File: src/rtl/xlk_pkg.sv
package xlk_pkg;
    // number of port pairs / register groups handled by the block
    localparam int NGRP = 3;
    // slot numbers of the groups in every per-group array
    localparam int SLOT_GFX = 0;
    localparam int SLOT_CRT = 1;
    localparam int SLOT_SEQ = 2;

    // bytes carried by one host write after decoding
    typedef struct packed {
        logic [7:0] idx;
        logic [7:0] dat;
    } wr_bytes_t;
endpackage

File: src/rtl/xlk_decode.sv
module xlk_decode
    import xlk_pkg::*;
#(
    parameter int ADDR_W = 10,
    parameter logic [NGRP-1:0][ADDR_W-1:0] IDX_PORTS = '0
) (
    input  logic [ADDR_W-1:0] io_addr,
    input  logic              io_wr,
    input  logic              io_wide,
    input  logic [15:0]       io_wdata,
    output logic [NGRP-1:0]   hit_idx,
    output logic [NGRP-1:0]   hit_dat,
    output logic [NGRP-1:0]   idx_wr,
    output logic [NGRP-1:0]   dat_wr,
    output wr_bytes_t         wr_bytes
);
    logic any_idx;

    for (genvar g = 0; g < NGRP; g++) begin : g_port
        always_comb begin
            hit_idx[g] = (io_addr == IDX_PORTS[g]);
            hit_dat[g] = (io_addr == IDX_PORTS[g] + ADDR_W'(1));
            idx_wr[g]  = io_wr & hit_idx[g];
            // a wide write to the index port also carries data
            dat_wr[g]  = io_wr & (hit_dat[g] | (hit_idx[g] & io_wide));
        end
    end

    always_comb begin
        any_idx      = |hit_idx;
        wr_bytes.idx = io_wdata[7:0];
        wr_bytes.dat = (any_idx && io_wide) ? io_wdata[15:8] : io_wdata[7:0];
    end
endmodule

File: src/rtl/xlk_bank.sv
module xlk_bank #(
    parameter logic [7:0] KEY_IDX = 8'h0F,
    parameter logic [7:0] KEY_VAL = 8'h05,
    parameter logic [7:0] WIN_LO  = 8'h09,
    parameter int         WIN_CNT = 6
) (
    input  logic       clk,
    input  logic       rst_n,
    input  logic       idx_wr,
    input  logic       dat_wr,
    input  logic [7:0] idx_byte,
    input  logic [7:0] dat_byte,
    output logic [7:0] rd_idx,
    output logic [7:0] rd_dat,
    output logic       open
);
    typedef struct packed {
        logic [7:0]               idx;
        logic [7:0]               key;
        logic [WIN_CNT-1:0][7:0]  regs;
    } bank_t;

    bank_t      st_d, st_q;
    logic [7:0] tgt_idx;

    // next-state logic
    always_comb begin
        st_d    = st_q;
        // a wide write selects and writes in one access
        tgt_idx = idx_wr ? idx_byte : st_q.idx;
        if (idx_wr) begin
            st_d.idx = idx_byte;
        end
        if (dat_wr) begin
            if (tgt_idx == KEY_IDX) begin
                st_d.key = dat_byte;
            end else if (open) begin
                for (int i = 0; i < WIN_CNT; i++) begin
                    if (tgt_idx == 8'(int'(WIN_LO) + i)) begin
                        st_d.regs[i] = dat_byte;
                    end
                end
            end
        end
    end

    // read view of the selected register
    always_comb begin
        open   = (st_q.key == KEY_VAL);
        rd_idx = st_q.idx;
        rd_dat = 8'h00;
        if (st_q.idx == KEY_IDX) begin
            rd_dat = st_q.key;
        end else if (open) begin
            for (int i = 0; i < WIN_CNT; i++) begin
                if (st_q.idx == 8'(int'(WIN_LO) + i)) begin
                    rd_dat = st_q.regs[i];
                end
            end
        end
    end

    always_ff @(posedge clk) begin
        if (!rst_n) begin
            st_q <= '0;
        end else begin
            st_q <= st_d;
        end
    end
endmodule

File: src/rtl/xlk_top.sv
module xlk_top
    import xlk_pkg::*;
#(
    parameter int              ADDR_W      = 10,
    parameter logic [ADDR_W-1:0] GFX_PORT  = 10'h3CE,
    parameter logic [ADDR_W-1:0] CRT_PORT  = 10'h3D4,
    parameter logic [ADDR_W-1:0] SEQ_PORT  = 10'h3C4,
    parameter logic [7:0]      GFX_KEY_IDX = 8'h0F,
    parameter logic [7:0]      GFX_KEY_VAL = 8'h05,
    parameter logic [7:0]      GFX_WIN_LO  = 8'h09,
    parameter int              GFX_WIN_CNT = 6,
    parameter logic [7:0]      CRT_KEY_IDX = 8'h29,
    parameter logic [7:0]      CRT_KEY_VAL = 8'h85,
    parameter logic [7:0]      CRT_WIN_LO  = 8'h2A,
    parameter int              CRT_WIN_CNT = 7,
    parameter logic [7:0]      SEQ_KEY_IDX = 8'h06,
    parameter logic [7:0]      SEQ_KEY_VAL = 8'h48,
    parameter logic [7:0]      SEQ_WIN_LO  = 8'h07,
    parameter int              SEQ_WIN_CNT = 14
) (
    input  logic              clk,
    input  logic              rst_n,
    input  logic [ADDR_W-1:0] io_addr,
    input  logic [15:0]       io_wdata,
    input  logic              io_wide,
    input  logic              io_wr,
    input  logic              io_rd,
    output logic [7:0]        io_rdata
);
    localparam logic [NGRP-1:0][ADDR_W-1:0] IDX_PORTS = {SEQ_PORT, CRT_PORT, GFX_PORT};
    localparam logic [NGRP-1:0][7:0] KEY_IDXS = {SEQ_KEY_IDX, CRT_KEY_IDX, GFX_KEY_IDX};
    localparam logic [NGRP-1:0][7:0] KEY_VALS = {SEQ_KEY_VAL, CRT_KEY_VAL, GFX_KEY_VAL};
    localparam logic [NGRP-1:0][7:0] WIN_LOS  = {SEQ_WIN_LO, CRT_WIN_LO, GFX_WIN_LO};
    localparam int WIN_CNTS [NGRP] = '{GFX_WIN_CNT, CRT_WIN_CNT, SEQ_WIN_CNT};

    typedef struct packed {
        logic [7:0] rdata;
    } rd_t;

    logic [NGRP-1:0]      hit_idx, hit_dat, idx_wr, dat_wr;
    wr_bytes_t            wr_bytes;
    logic [NGRP-1:0][7:0] bank_idx, bank_dat;
    logic [NGRP-1:0]      grp_open;
    rd_t                  rd_d, rd_q;

    xlk_decode #(
        .ADDR_W    (ADDR_W),
        .IDX_PORTS (IDX_PORTS)
    ) decode_i (
        .io_addr  (io_addr),
        .io_wr    (io_wr),
        .io_wide  (io_wide),
        .io_wdata (io_wdata),
        .hit_idx  (hit_idx),
        .hit_dat  (hit_dat),
        .idx_wr   (idx_wr),
        .dat_wr   (dat_wr),
        .wr_bytes (wr_bytes)
    );

    for (genvar g = 0; g < NGRP; g++) begin : g_bank
        xlk_bank #(
            .KEY_IDX (KEY_IDXS[g]),
            .KEY_VAL (KEY_VALS[g]),
            .WIN_LO  (WIN_LOS[g]),
            .WIN_CNT (WIN_CNTS[g])
        ) bank_i (
            .clk      (clk),
            .rst_n    (rst_n),
            .idx_wr   (idx_wr[g]),
            .dat_wr   (dat_wr[g]),
            .idx_byte (wr_bytes.idx),
            .dat_byte (wr_bytes.dat),
            .rd_idx   (bank_idx[g]),
            .rd_dat   (bank_dat[g]),
            .open     (grp_open[g])
        );
    end

    // read path: sample the pre-write view on a read strobe, hold otherwise
    always_comb begin
        rd_d = rd_q;
        if (io_rd) begin
            rd_d.rdata = 8'h00;
            for (int g = 0; g < NGRP; g++) begin
                if (hit_idx[g]) rd_d.rdata = bank_idx[g];
                if (hit_dat[g]) rd_d.rdata = bank_dat[g];
            end
        end
    end

    always_ff @(posedge clk) begin
        if (!rst_n) begin
            rd_q <= '0;
        end else begin
            rd_q <= rd_d;
        end
    end

    assign io_rdata = rd_q.rdata;
endmodule

File: config.mk
export PLATFORM = sky130hd
export DESIGN_NAME = xlk_top
export DESIGN_NICKNAME = d
export VERILOG_FILES = /design/src/rtl/xlk_pkg.sv /design/src/rtl/xlk_decode.sv /design/src/rtl/xlk_bank.sv /design/src/rtl/xlk_top.sv
export SDC_FILE = /design/constraint.sdc
export NUM_CORES = 1
export LEC_CHECK = 0
export ABC_AREA = 1
export BUFFER_PORTS_ARGS = -buffer_cell sky130_fd_sc_hd__buf_2
export CAP_MARGIN = 20
export CORE_AREA = 2 2 259 133
export CTS_BUF_LIST = sky130_fd_sc_hd__clkbuf_2 sky130_fd_sc_hd__clkbuf_4 sky130_fd_sc_hd__clkbuf_8
export DETAILED_ROUTE_END_ITERATION = 12
export DIE_AREA = 0 0 261 135
export PLACE_DENSITY = 0.66
export REMOVE_ABC_BUFFERS = 1
export SYNTH_ARGS = -nofsm -noshare
export SYNTH_HDL_FRONTEND = slang
export SYNTH_HIERARCHICAL = 1
export SYNTH_SLANG_ARGS = --single-unit
File: constraint.sdc
create_clock -name clk -period 2.7 [get_ports clk]
set_input_delay 0.135 -clock clk [delete_from_list [all_inputs] [get_ports clk]]
set_output_delay 0.135 -clock clk [all_outputs]
set_load 0.03 [all_outputs]
==> flow_summary.json, run 1 <==
{
  "die_h_um": 135,
  "path_class": "flip-flop to flip-flop",
  "synth_edf_count": 0,
  "die_area_sq_um": 35240,
  "rsz0062_at_grt": "true",
  "via_per_inst": 5.077,
  "instances_no_fill": 2753,
  "drc_errors": 0,
  "fp.coreArea_sq_um": 32810,
  "hold_end": "g_bank[0].bank_i/st_q[11]$_SDFFE_PN0P_",
  "cts_buffer_depth": 3,
  "p_leak_uw": 0.006864,
  "p_clk_share_pct": 46.7,
  "start_kind": "flip-flop",
  "htreeDepth": 2,
  "globalplace.congestion": 0.9046,
  "worstPathArrival_ns": 3.02,
  "design_area_sq_um": 16160,
  "grt_use_total_pct": 23.94,
  "wl_per_cell_um": 15.40,
  "p_sw_share_pct": 23.76,
  "hold_depth": 3,
  "worstMarginPinSlew_ns": 0.6748,
  "dr.pass1.iters": 6,
  "setup_violations": 0,
  "dpl_worst_slack_ns": 0.03149,
  "syn-instance-count": 2257,
  "reg2reg_from": "g_bank[2].bank_i/rd_idx[3]$_SDFF_PN0_",
  "start_util_pct": 44.79,
  "r2r_setup_slack_ns": 0.18,
  "switching_power_uw": 1936,
  "reg2regPathDepth": 18,
  "status": "finished, final reports clean",
  "die_x_um": 261,
  "ys_types": 49,
  "synth_ff_type": "dfxtp_1",
  "antenna_found_initial": 1,
  "hold_viol": 0,
  "dpl.hpwl_um": 29270,
  "ant_nets": 0,
  "drtIter0Drc": 1378,
  "dp_cells": 2671,
  "grt_max_degree": 68,
  "ys_seq_area_share_pct": 37.05,
  "worstPathBufferInverterCount": 1,
  "fmaxAchievable_mhz": 396.6,
  "drt-total-wl_um": 42400,
  "rows": 47,
  "synth-seq-cells": 272,
  "endpoint_kind": "flip-flop",
  "cts_sinks": 272,
  "area_growth_syn_to_layout_pct": 9.987,
  "slew-limit-headroom_pct": 55.02,
  "min_from": "rst_n",
  "slowest_stage": "nor2_1",
  "grt_pass1_vias": 12460,
  "vias": 13980,
  "dpl_cell_area_sq_um": 15150,
  "period_share_pct": 93.39,
  "ioPinCount": 39,
  "clkLatencyLatePin_ns": 0.57,
  "power_frac_comb_pct": 4.0,
  "layout_commonest_cell": "nand2_1",
  "ir_drop_mv": 0.2769,
  "nets": 2314,
  "min_period_ns": 2.521,
  "p_int_uw": 6212,
  "slew_violations": 0,
  "io_buffers": 38,
  "cp-startpoint": "g_bank[2].bank_i/rd_idx[3]$_SDFF_PN0_",
  "root_buffer": "clkbuf_8",
  "slowest_delay_ns": 0.49,
  "post-cts-setup-buffer-count": 0,
  "critPathTopFamily": "simple AND/OR/NAND/NOR gates",
  "p_per_area_nw_per_um2": 504.0,
  "async_reset_ff_share_pct": 0,
  "layout-drive-gt1-share_pct": 13.02,
  "setup_ws_ns": 0.1785,
  "tns_ns": 0,
  "skew_ns": 0.01950,
  "syn_area_sq_um": 14700,
  "grt_pass1_wl_um": 67360,
  "yosys_warnings": 6,
  "clkSlewWorstSetupHoldPaths_ns": 0.06,
  "grt.overflow.total": 0,
  "required_ns": 3.20,
  "cts_tree": "done",
  "crit_top_cell": "nand2_1",
  "r2r_end": "io_rdata[6]$_SDFFE_PN0P_",
  "syn_area_per_cell_sq_um": 6.512,
  "crit_fanout": 8,
  "hp-class": "input port to flip-flop",
  "seqPwrFrac_pct": 49.3,
  "layout_common_cells": "nand2_1 (538), nor2_1 (417), dfxtp_1 (272)",
  "maxCapViolCount": 0,
  "cts_buffers": 43,
  "crit_chain": "nand2_1 > nor2_1 > nand3_1 > nand2_1 > nor2_1 > nand4_1 > nand2_1 > nand2_1 > nand2_1 > nand2_1 > nand2_1 > nand3_1 > nand2_1 > nand2_1 > inv_1 > a21oi_1 > nand2_1 > a21oi_1"
}
[worst max path at each step]
stage | endpoint | cells after the start
after global placement | g_bank[2].bank_i/st_q[68]$_SDFFE_PN0P_ | 17
final | io_rdata[6]$_SDFFE_PN0P_ | 18
after global routing | io_rdata[5]$_SDFFE_PN0P_ | 18
after floorplan | g_bank[2].bank_i/st_q[0]$_SDFFE_PN0P_ | 11
after CTS | io_rdata[6]$_SDFFE_PN0P_ | 20
after detailed placement | g_bank[2].bank_i/st_q[68]$_SDFFE_PN0P_ | 17
[power groups by stage]
stage | logic, uW | registers, uW | clock network (uW)
after floorplan | 121 | 4100 | 0
after detailed placement | 309 | 4100 | 0
after CTS | 321 | 4010 | 3880
final | 328 | 4010 | 3810
after global routing | 348 | 4010 | 4080
after global placement | 309 | 4100 | 0
[metrics by stage]
stage	util (%)	power [uW]	hold WS, ns
after global routing	49.26	8433	0.02079
after global placement	46.18	4411	0.4349
final	49.26	8147	0.03315
after CTS	49.21	8214	0.005035
after detailed placement	46.18	4412	0.4491
after floorplan	-	4224	0.2554
[repair_timing]
item,4_1_cts,5_1_grt
hold buffers,8,0
gates resized for setup,0,4
endpoints found under the hold margin,21,0
setup endpoints to repair,0,6
[synthesized netlist by cell type, types with 3 or more instances]
cell	n	area share (%)
nand3_1	147	5.0
inv_2	15	0.38
nor3_4	5	0.55
nor2_2	28	1.2
nand2_2	24	1.0
buf_4	41	2.1
a21oi_1	123	4.2
a21oi_2	11	0.66
nand3b_1	8	0.41
dfxtp_1	272	37
o21ai_1	6	0.20
buf_1	5	0.13
inv_1	222	5.7
o21bai_1	8	0.41
o21ai_0	111	3.8
o21a_1	3	0.15
buf_2	25	0.85
a211oi_1	47	2.4
nor2_1	420	11
nor3_1	42	1.4
clkinv_1	8	0.20
nor2_4	17	1.3
clkbuf_1	38	0.97
nor4_1	3	0.13
buf_6	10	0.77
nand4_1	40	1.7
nand3_2	10	0.68
nand2_1	538	14
[registers in the layout, indices dropped and copies added, names as in the netlist]
register / count
g_bank.bank_i/st_q: 240
io_rdata: 8
g_bank.bank_i/rd_idx: 24
[logic make-up (layout without fill, tap and decap cells)]
group	Yosys count	after routing	share of synthesized area [%]
AO/OA/AOI/OAI	317	317	12.36
flip-flops	272	272	37.05
AND/OR/NAND/NOR	1297	1297	39.02
buffers and inverters	371	425	11.57
other	0	1	0
[cell type report]
type                    instances  area [sq um]
repair buffers                103         725.7
inverters                     249         945.9
diodes                          1         2.502
multi-input cells            1614          7576
well taps                     441         551.8
flip-flops and latches        272          5445
clock inverters                 3         47.55
fillers                      3381         16650
clock buffers                  70         869.6
[per-layer routing]
| metal | vias to the layer above | GRT usage, % | wire length, um |
|---|---|---|---|
| met5 | - | 0 | 0 |
| met2 | 467 | 36.90 | 18160 |
| met3 | 61 | 4.035 | 3282 |
| met1 | 6221 | 34.79 | 20170 |
| li1 | 7227 | - | - |
| met4 | 0 | 5.713 | 790 |
[worst reg2reg max path, cell delays in order, from the launching register on]
cell     delay, ns
dfxtp_1       0.48
nand2_1       0.22
nor2_1        0.49
nand3_1       0.14
nand2_1       0.12
nor2_1        0.06
nand4_1       0.07
nand2_1       0.05
nand2_1       0.06
nand2_1       0.06
nand2_1       0.07
nand2_1       0.08
nand3_1       0.07
nand2_1       0.07
nand2_1       0.08
inv_1         0.04
a21oi_1       0.14
nand2_1       0.07
a21oi_1       0.10
(Power assumes the default switching activity.)
==> run 2, diff against run 1 <==
--- a/config.mk
+++ b/config.mk
@@ -12,6 +12,7 @@
 export CTS_BUF_LIST = sky130_fd_sc_hd__clkbuf_2 sky130_fd_sc_hd__clkbuf_4 sky130_fd_sc_hd__clkbuf_8
 export DETAILED_ROUTE_END_ITERATION = 12
 export DIE_AREA = 0 0 261 135
+export GPL_TIMING_DRIVEN = 0
 export PLACE_DENSITY = 0.66
 export REMOVE_ABC_BUFFERS = 1
 export SYNTH_ARGS = -nofsm -noshare
==> run 2 against run 1 <==
Effect of this change: final cell count decreased by 1.1%; first-iteration DRC count decreased by 4.7%; critical path depth grew 1; sequential share of layout area increased by 0.065 points; non-clock buffer count down 37; flip-flop and latch count is the same; critical path type unchanged; largest cell class unchanged.
==> flow_summary.json, run 2 (synthesis gave the netlist of run 1 again) <==
{
  "status": "finished, final reports clean",
  "layout_common_cells": "nand2_1 (537), nor2_1 (410), dfxtp_1 (270)",
  "worstPathArrival_ns": 2.99,
  "diodes": 0,
  "hold_end": "io_rdata[4]$_SDFFE_PN0P_",
  "wl_per_cell_um": 15.39,
  "htreeDepth": 2,
  "hp-class": "input port to flip-flop",
  "slew_violations": 0,
  "fp.coreArea_sq_um": 32810,
  "largest-register": "g_bank.bank_i/st_q",
  "crit_fanout": 7,
  "rsz0062_at_grt": "true",
  "layout_commonest_cell": "nand2_1",
  "tns_ns": 0,
  "root_buffer": "clkbuf_8",
  "layout-drive-gt1-share_pct": 12.36,
  "hold_depth": 5,
  "grt.overflow.total": 0,
  "clkSlewWorstSetupHoldPaths_ns": 0.07,
  "endpoint_kind": "flip-flop",
  "die_x_um": 261,
  "cts_buffers": 42,
  "clkLatencyLatePin_ns": 0.60,
  "slew-limit-headroom_pct": 23.89,
  "r2r_end": "io_rdata[3]$_SDFFE_PN0P_",
  "grt_use_total_pct": 23.71,
  "cts_sinks": 272,
  "die_h_um": 135,
  "drtIter0Drc": 1313,
  "regArea_sq_um": 5448,
  "grt_pass1_vias": 12490,
  "io_buffers": 38,
  "cts_buffer_depth": 3,
  "p_per_area_nw_per_um2": 514.1,
  "globalplace.congestion": 0.9089,
  "maxCapViolCount": 0,
  "n_fill_cell": 3347,
  "antenna_found_initial": 0,
  "r2r_setup_slack_ns": 0.18,
  "fmaxAchievable_mhz": 396.2,
  "period_share_pct": 93.47,
  "grt_max_degree": 116,
  "p_leak_uw": 0.006759,
  "ant_nets": 0,
  "reg2reg_from": "g_bank[2].bank_i/rd_idx[4]$_SDFF_PN0_",
  "min_from": "io_addr[1]",
  "required_ns": 3.16,
  "start_util_pct": 44.79,
  "worstMarginPinSlew_ns": 1.139,
  "die_area_sq_um": 35240,
  "dr.pass1.iters": 5,
  "path_class": "flip-flop to flip-flop",
  "grt_pass1_wl_um": 66500,
  "vias": 13860,
  "dpl_worst_slack_ns": -1.288,
  "nets": 2279,
  "hold_viol": 0,
  "start_kind": "flip-flop",
  "rows": 47,
  "design_area_sq_um": 16140,
  "area_growth_syn_to_layout_pct": 9.825,
  "dpl.hpwl_um": 27600,
  "skew_ns": 0.03653,
  "dpl_cell_area_sq_um": 14850,
  "via_per_inst": 5.093,
  "min_period_ns": 2.524,
  "drc_errors": 0,
  "ioPinCount": 39,
  "total_power_uw": 8298,
  "ir_drop_mv": 0.2380,
  "setup_violations": 0,
  "drt-total-wl_um": 41900,
  "utilization_pct": 49.19,
  "cts_tree": "done",
  "setup_ws_ns": 0.1762,
  "largest_reg_flops": 240,
  "multi_input_area_sq_um": 7681,
  "reg2regPathDepth": 19
}
[run 2: final cells by class]
cell class	count	area share (%)
Clock inverter	11	0.7674
Sequential cell	272	33.75
Multi-Input combinational cell	1617	47.59
Clock buffer	66	5.240
Inverter	249	5.860
Timing Repair Buffer	66	3.372
Tap cell	441	3.419
[run 2: per-layer routing]
layer / vias to the layer above / part of all wire [%] / GRT usage (%)
met5: - / 0 / 0
met4: 0 / 2.6 / 7.670
met3: 79 / 6.8 / 4.185
met2: 379 / 44 / 37.25
met1: 6255 / 46 / 33.03
li1: 7151 / - / -
[run 2: report_power, final]
part / switching, uW / internal, uW
clock: 1750 / 2210
sequential: 0.283 / 4010
combinational: 244 / 81.9
[run 2: how the worst max path moves through the flow]
stage / start / end / slack [ns] / cells past startpoint
after floorplan: io_addr[8] / g_bank[2].bank_i/st_q[0]$_SDFFE_PN0P_ / -0.21 / 11
after detailed placement: io_addr[1] / g_bank[2].bank_i/st_q[2]$_SDFFE_PN0P_ / -1.29 / 13
after CTS: g_bank[0].bank_i/rd_idx[5]$_SDFF_PN0_ / io_rdata[2]$_SDFFE_PN0P_ / 0.06 / 17
after global placement: rst_n / g_bank[2].bank_i/st_q[103]$_SDFFE_PN0P_ / -2.66 / 3
after global routing: g_bank[0].bank_i/rd_idx[0]$_SDFF_PN0_ / io_rdata[4]$_SDFFE_PN0P_ / -0.004 / 15
final: g_bank[2].bank_i/rd_idx[4]$_SDFF_PN0_ / io_rdata[3]$_SDFFE_PN0P_ / 0.18 / 19
[run 2: repair_timing]
item / 4_1_cts / 5_1_grt
resized for setup: 11 / 14
buffers inserted: 5 / 5
pin swaps: 4 / 3
hold endpoints to repair: 69 / 0
setup endpoints to repair: 120 / 121
cloned: 2 / 1
hold buffers: 10 / 0
[run 2: worst max-delay path, stage by stage (launching register included)]
cell and delay (ns):
dfxtp_1 0.40, inv_1 0.07, nand2_1 0.23, nor2_4 0.08, buf_4 0.17, buf_4 0.17, nand3_1 0.07, nand2_1 0.05
nor2_1 0.12, nand4_1 0.09, nor2_1 0.14, nand4_1 0.13, nor2_1 0.14, nand3_1 0.08, nand2_1 0.11, nand2_1 0.07
inv_1 0.06, a21oi_1 0.05, nand2_1 0.10, a21oi_1 0.06
[run 2: stage by stage]
step / instances / hold slack, ns
floorplan: 2135 / 0.2554
global placement: 2614 / 0.4400
detailed placement: 2621 / 0.4407
CTS: 2715 / 0.08293
global route: 2722 / 0.1716
finish: 2722 / 0.1102
==> run 3, diff against run 2 <==
--- a/config.mk
+++ b/config.mk
@@ -12,7 +12,6 @@
 export CTS_BUF_LIST = sky130_fd_sc_hd__clkbuf_2 sky130_fd_sc_hd__clkbuf_4 sky130_fd_sc_hd__clkbuf_8
 export DETAILED_ROUTE_END_ITERATION = 12
 export DIE_AREA = 0 0 261 135
-export GPL_TIMING_DRIVEN = 0
 export PLACE_DENSITY = 0.66
 export REMOVE_ABC_BUFFERS = 1
 export SYNTH_ARGS = -nofsm -noshare
==> constraint.sdc (replaced) <==
create_clock -name clk -period 3.3 [get_ports clk]
set_input_delay 0.165 -clock clk [delete_from_list [all_inputs] [get_ports clk]]
set_output_delay 0.165 -clock clk [all_outputs]
set_load 0.03 [all_outputs]
==> run 3 against run 2 <==
Effect of this change: sequential share of layout area is 0.26 points higher; first-iteration DRC count rose by 4.5%; critical path depth shrank 2; register-to-register slack gained 0.43 ns; die area unchanged; global-route usage up 0.36 points; combinational power shrank 20%; non-clock buffer count up 15.
==> flow_summary.json, run 3 (synthesis gave the netlist of run 1 again) <==
{
  "status": "finished, final reports clean",
  "vias": 13910,
  "start_util_pct": 44.79,
  "use_met1_pct": 34.71,
  "largest_reg_flops": 240,
  "dr.pass1.iters": 7,
  "grt_max_degree": 89,
  "start_kind": "flip-flop",
  "min_period_ns": 2.694,
  "slew_violations": 0,
  "crit_top_cell": "nand2_1",
  "slowest_stage": "nor3_2",
  "clkLatencyLatePin_ns": 0.59,
  "via_per_inst": 5.092,
  "antenna_found_initial": 0,
  "rows": 47,
  "drtIter0Drc": 1372,
  "drt-total-wl_um": 42080,
  "dpl.hpwl_um": 29120,
  "cts_buffer_depth": 3,
  "layout-drive-gt1-share_pct": 12.01,
  "globalplace.congestion": 0.8984,
  "p_leak_uw": 0.006755,
  "grt.busiest_layer": "met2",
  "tns_ns": 0,
  "cts_tree": "done",
  "grt_pass1_vias": 12390,
  "worstPathArrival_ns": 3.21,
  "worstMarginPinSlew_ns": 0.8519,
  "p_int_uw": 5117,
  "fp.coreArea_sq_um": 32810,
  "grt_use_total_pct": 24.07,
  "p_clk_share_pct": 47.4,
  "io_buffers": 38,
  "layout_commonest_cell": "nand2_1",
  "crit_fanout": 10,
  "slowest_delay_ns": 0.47,
  "slew-limit-headroom_pct": 43.21,
  "endpoint_kind": "flip-flop",
  "layout_common_cells": "nand2_1 (538), nor2_1 (420), dfxtp_1 (272)",
  "die_h_um": 135,
  "fmaxAchievable_mhz": 371.2,
  "required_ns": 3.81,
  "grt.overflow.total": 0,
  "path_class": "flip-flop to flip-flop",
  "hold_viol": 0,
  "post-cts-setup-buffer-count": 0,
  "switching_power_uw": 1622,
  "rsz0062_at_grt": "false",
  "gr-usage-met3_pct": 4.523,
  "seqPwrFrac_pct": 48.7,
  "setup_violations": 0,
  "htreeDepth": 2,
  "cts_buffers": 42,
  "nets": 2291,
  "wl_per_cell_um": 15.41,
  "clkSlewWorstSetupHoldPaths_ns": 0.07,
  "p_per_area_nw_per_um2": 421.0,
  "die_area_sq_um": 35240,
  "maxCapViolCount": 0,
  "power_frac_comb_pct": 3.9,
  "ir_drop_mv": 0.1826,
  "cts_sinks": 272,
  "die_x_um": 261,
  "hp-class": "input port to flip-flop",
  "diodes": 0,
  "ioPinCount": 39,
  "hold_ws_ns": 0.03641,
  "crit_chain": "inv_1 > nand2_1 > nor2_2 > nand2_1 > nor3_2 > nand2_1 > nand3b_1 > nand2_1 > nand2_1 > a21oi_1 > nand2_1 > nand2_1 > nand2_1 > nand2_1 > nand2_1 > nand2_1 > a21oi_1",
  "largest-register": "g_bank.bank_i/st_q",
  "skew_ns": 0.03418,
  "drc_errors": 0,
  "grtUsageMet2_pct": 36.77,
  "root_buffer": "clkbuf_8",
  "period_share_pct": 81.64,
  "p_sw_share_pct": 24.07,
  "grt_pass1_wl_um": 67210,
  "area_growth_syn_to_layout_pct": 8.931,
  "ant_nets": 0
}
[run 3: cell count changes in the layout (fill, tap and decap cells not counted), moves of 3 or more]
cell	change
nor2_4	-7
buf_4	+23
clkbuf_4	-5
nor3_1	+3
nor2_1	+10
buf_16	-5
clkbuf_8	+5
nor2_2	-6
clkinv_2	-3
[run 3: worst paths after layout]
kind	start	endpoint	slack (ns)	cells past startpoint
hold / removal	io_wdata[1]	g_bank[2].bank_i/rd_idx[1]$_SDFF_PN0_	0.04	5
hold reg to reg	g_bank[2].bank_i/st_q[0]$_SDFFE_PN0P_	g_bank[2].bank_i/st_q[0]$_SDFFE_PN0P_	0.45	2
setup / recovery	g_bank[0].bank_i/rd_idx[5]$_SDFF_PN0_	io_rdata[2]$_SDFFE_PN0P_	0.61	17
setup reg to reg	g_bank[0].bank_i/rd_idx[5]$_SDFF_PN0_	io_rdata[2]$_SDFFE_PN0P_	0.61	17
[run 3: routing by layer]
layer / wire length [um] / part of all wire (%)
met5: 0 / 0
met4: 860 / 2.0
met3: 2808 / 6.7
met2: 18120 / 43
met1: 20290 / 48
[run 3: per-stage QoR]
step	worst slack (ns)	std cells	utilization [%]	cell area, sq um	total power [uW]
floorplan	0.3620	2135	-	13940	3456
global placement	0.3801	2648	45.57	14950	3604
detailed placement	0.2946	2648	45.57	14950	3604
CTS	0.6424	2731	48.79	16010	6803
global route	0.3315	2731	48.79	16010	6966
finish	0.6057	2731	48.79	16010	6740
[run 3: repair_timing]
| item | in CTS | in global routing |
|---|---|---|
| hold endpoints to repair | 37 | 0 |
| gates resized for setup | 0 | 0 |
| hold buffers | 9 | 0 |
[run 3: cell type report]
| type | instances | area, sq um |
|---|---|---|
| repair buffers | 81 | 538.0 |
| inverters | 249 | 945.9 |
| multi-input cells | 1614 | 7564 |
| clock buffers | 66 | 877.1 |
| fillers | 3373 | 16800 |
| clock inverters | 8 | 87.58 |
| flip-flops and latches | 272 | 5445 |
| well taps | 441 | 551.8 |
[run 3: worst max-delay path, delay by kind of cell (launching register included)]
kind | cells | cell delay (ns)
buf+inv | 1 | 0.09
compound gates | 2 | 0.17
simple gates | 14 | 2.02
flops | 1 | 0.32
[run 3: power by group through the flow]
stage	Combinational [uW]	Sequential, uW	Clock (uW)
finish	261	3280	3200
global placement	248	3360	0
CTS	257	3280	3260
global route	279	3280	3410
detailed placement	247	3360	0
floorplan	99.0	3360	0
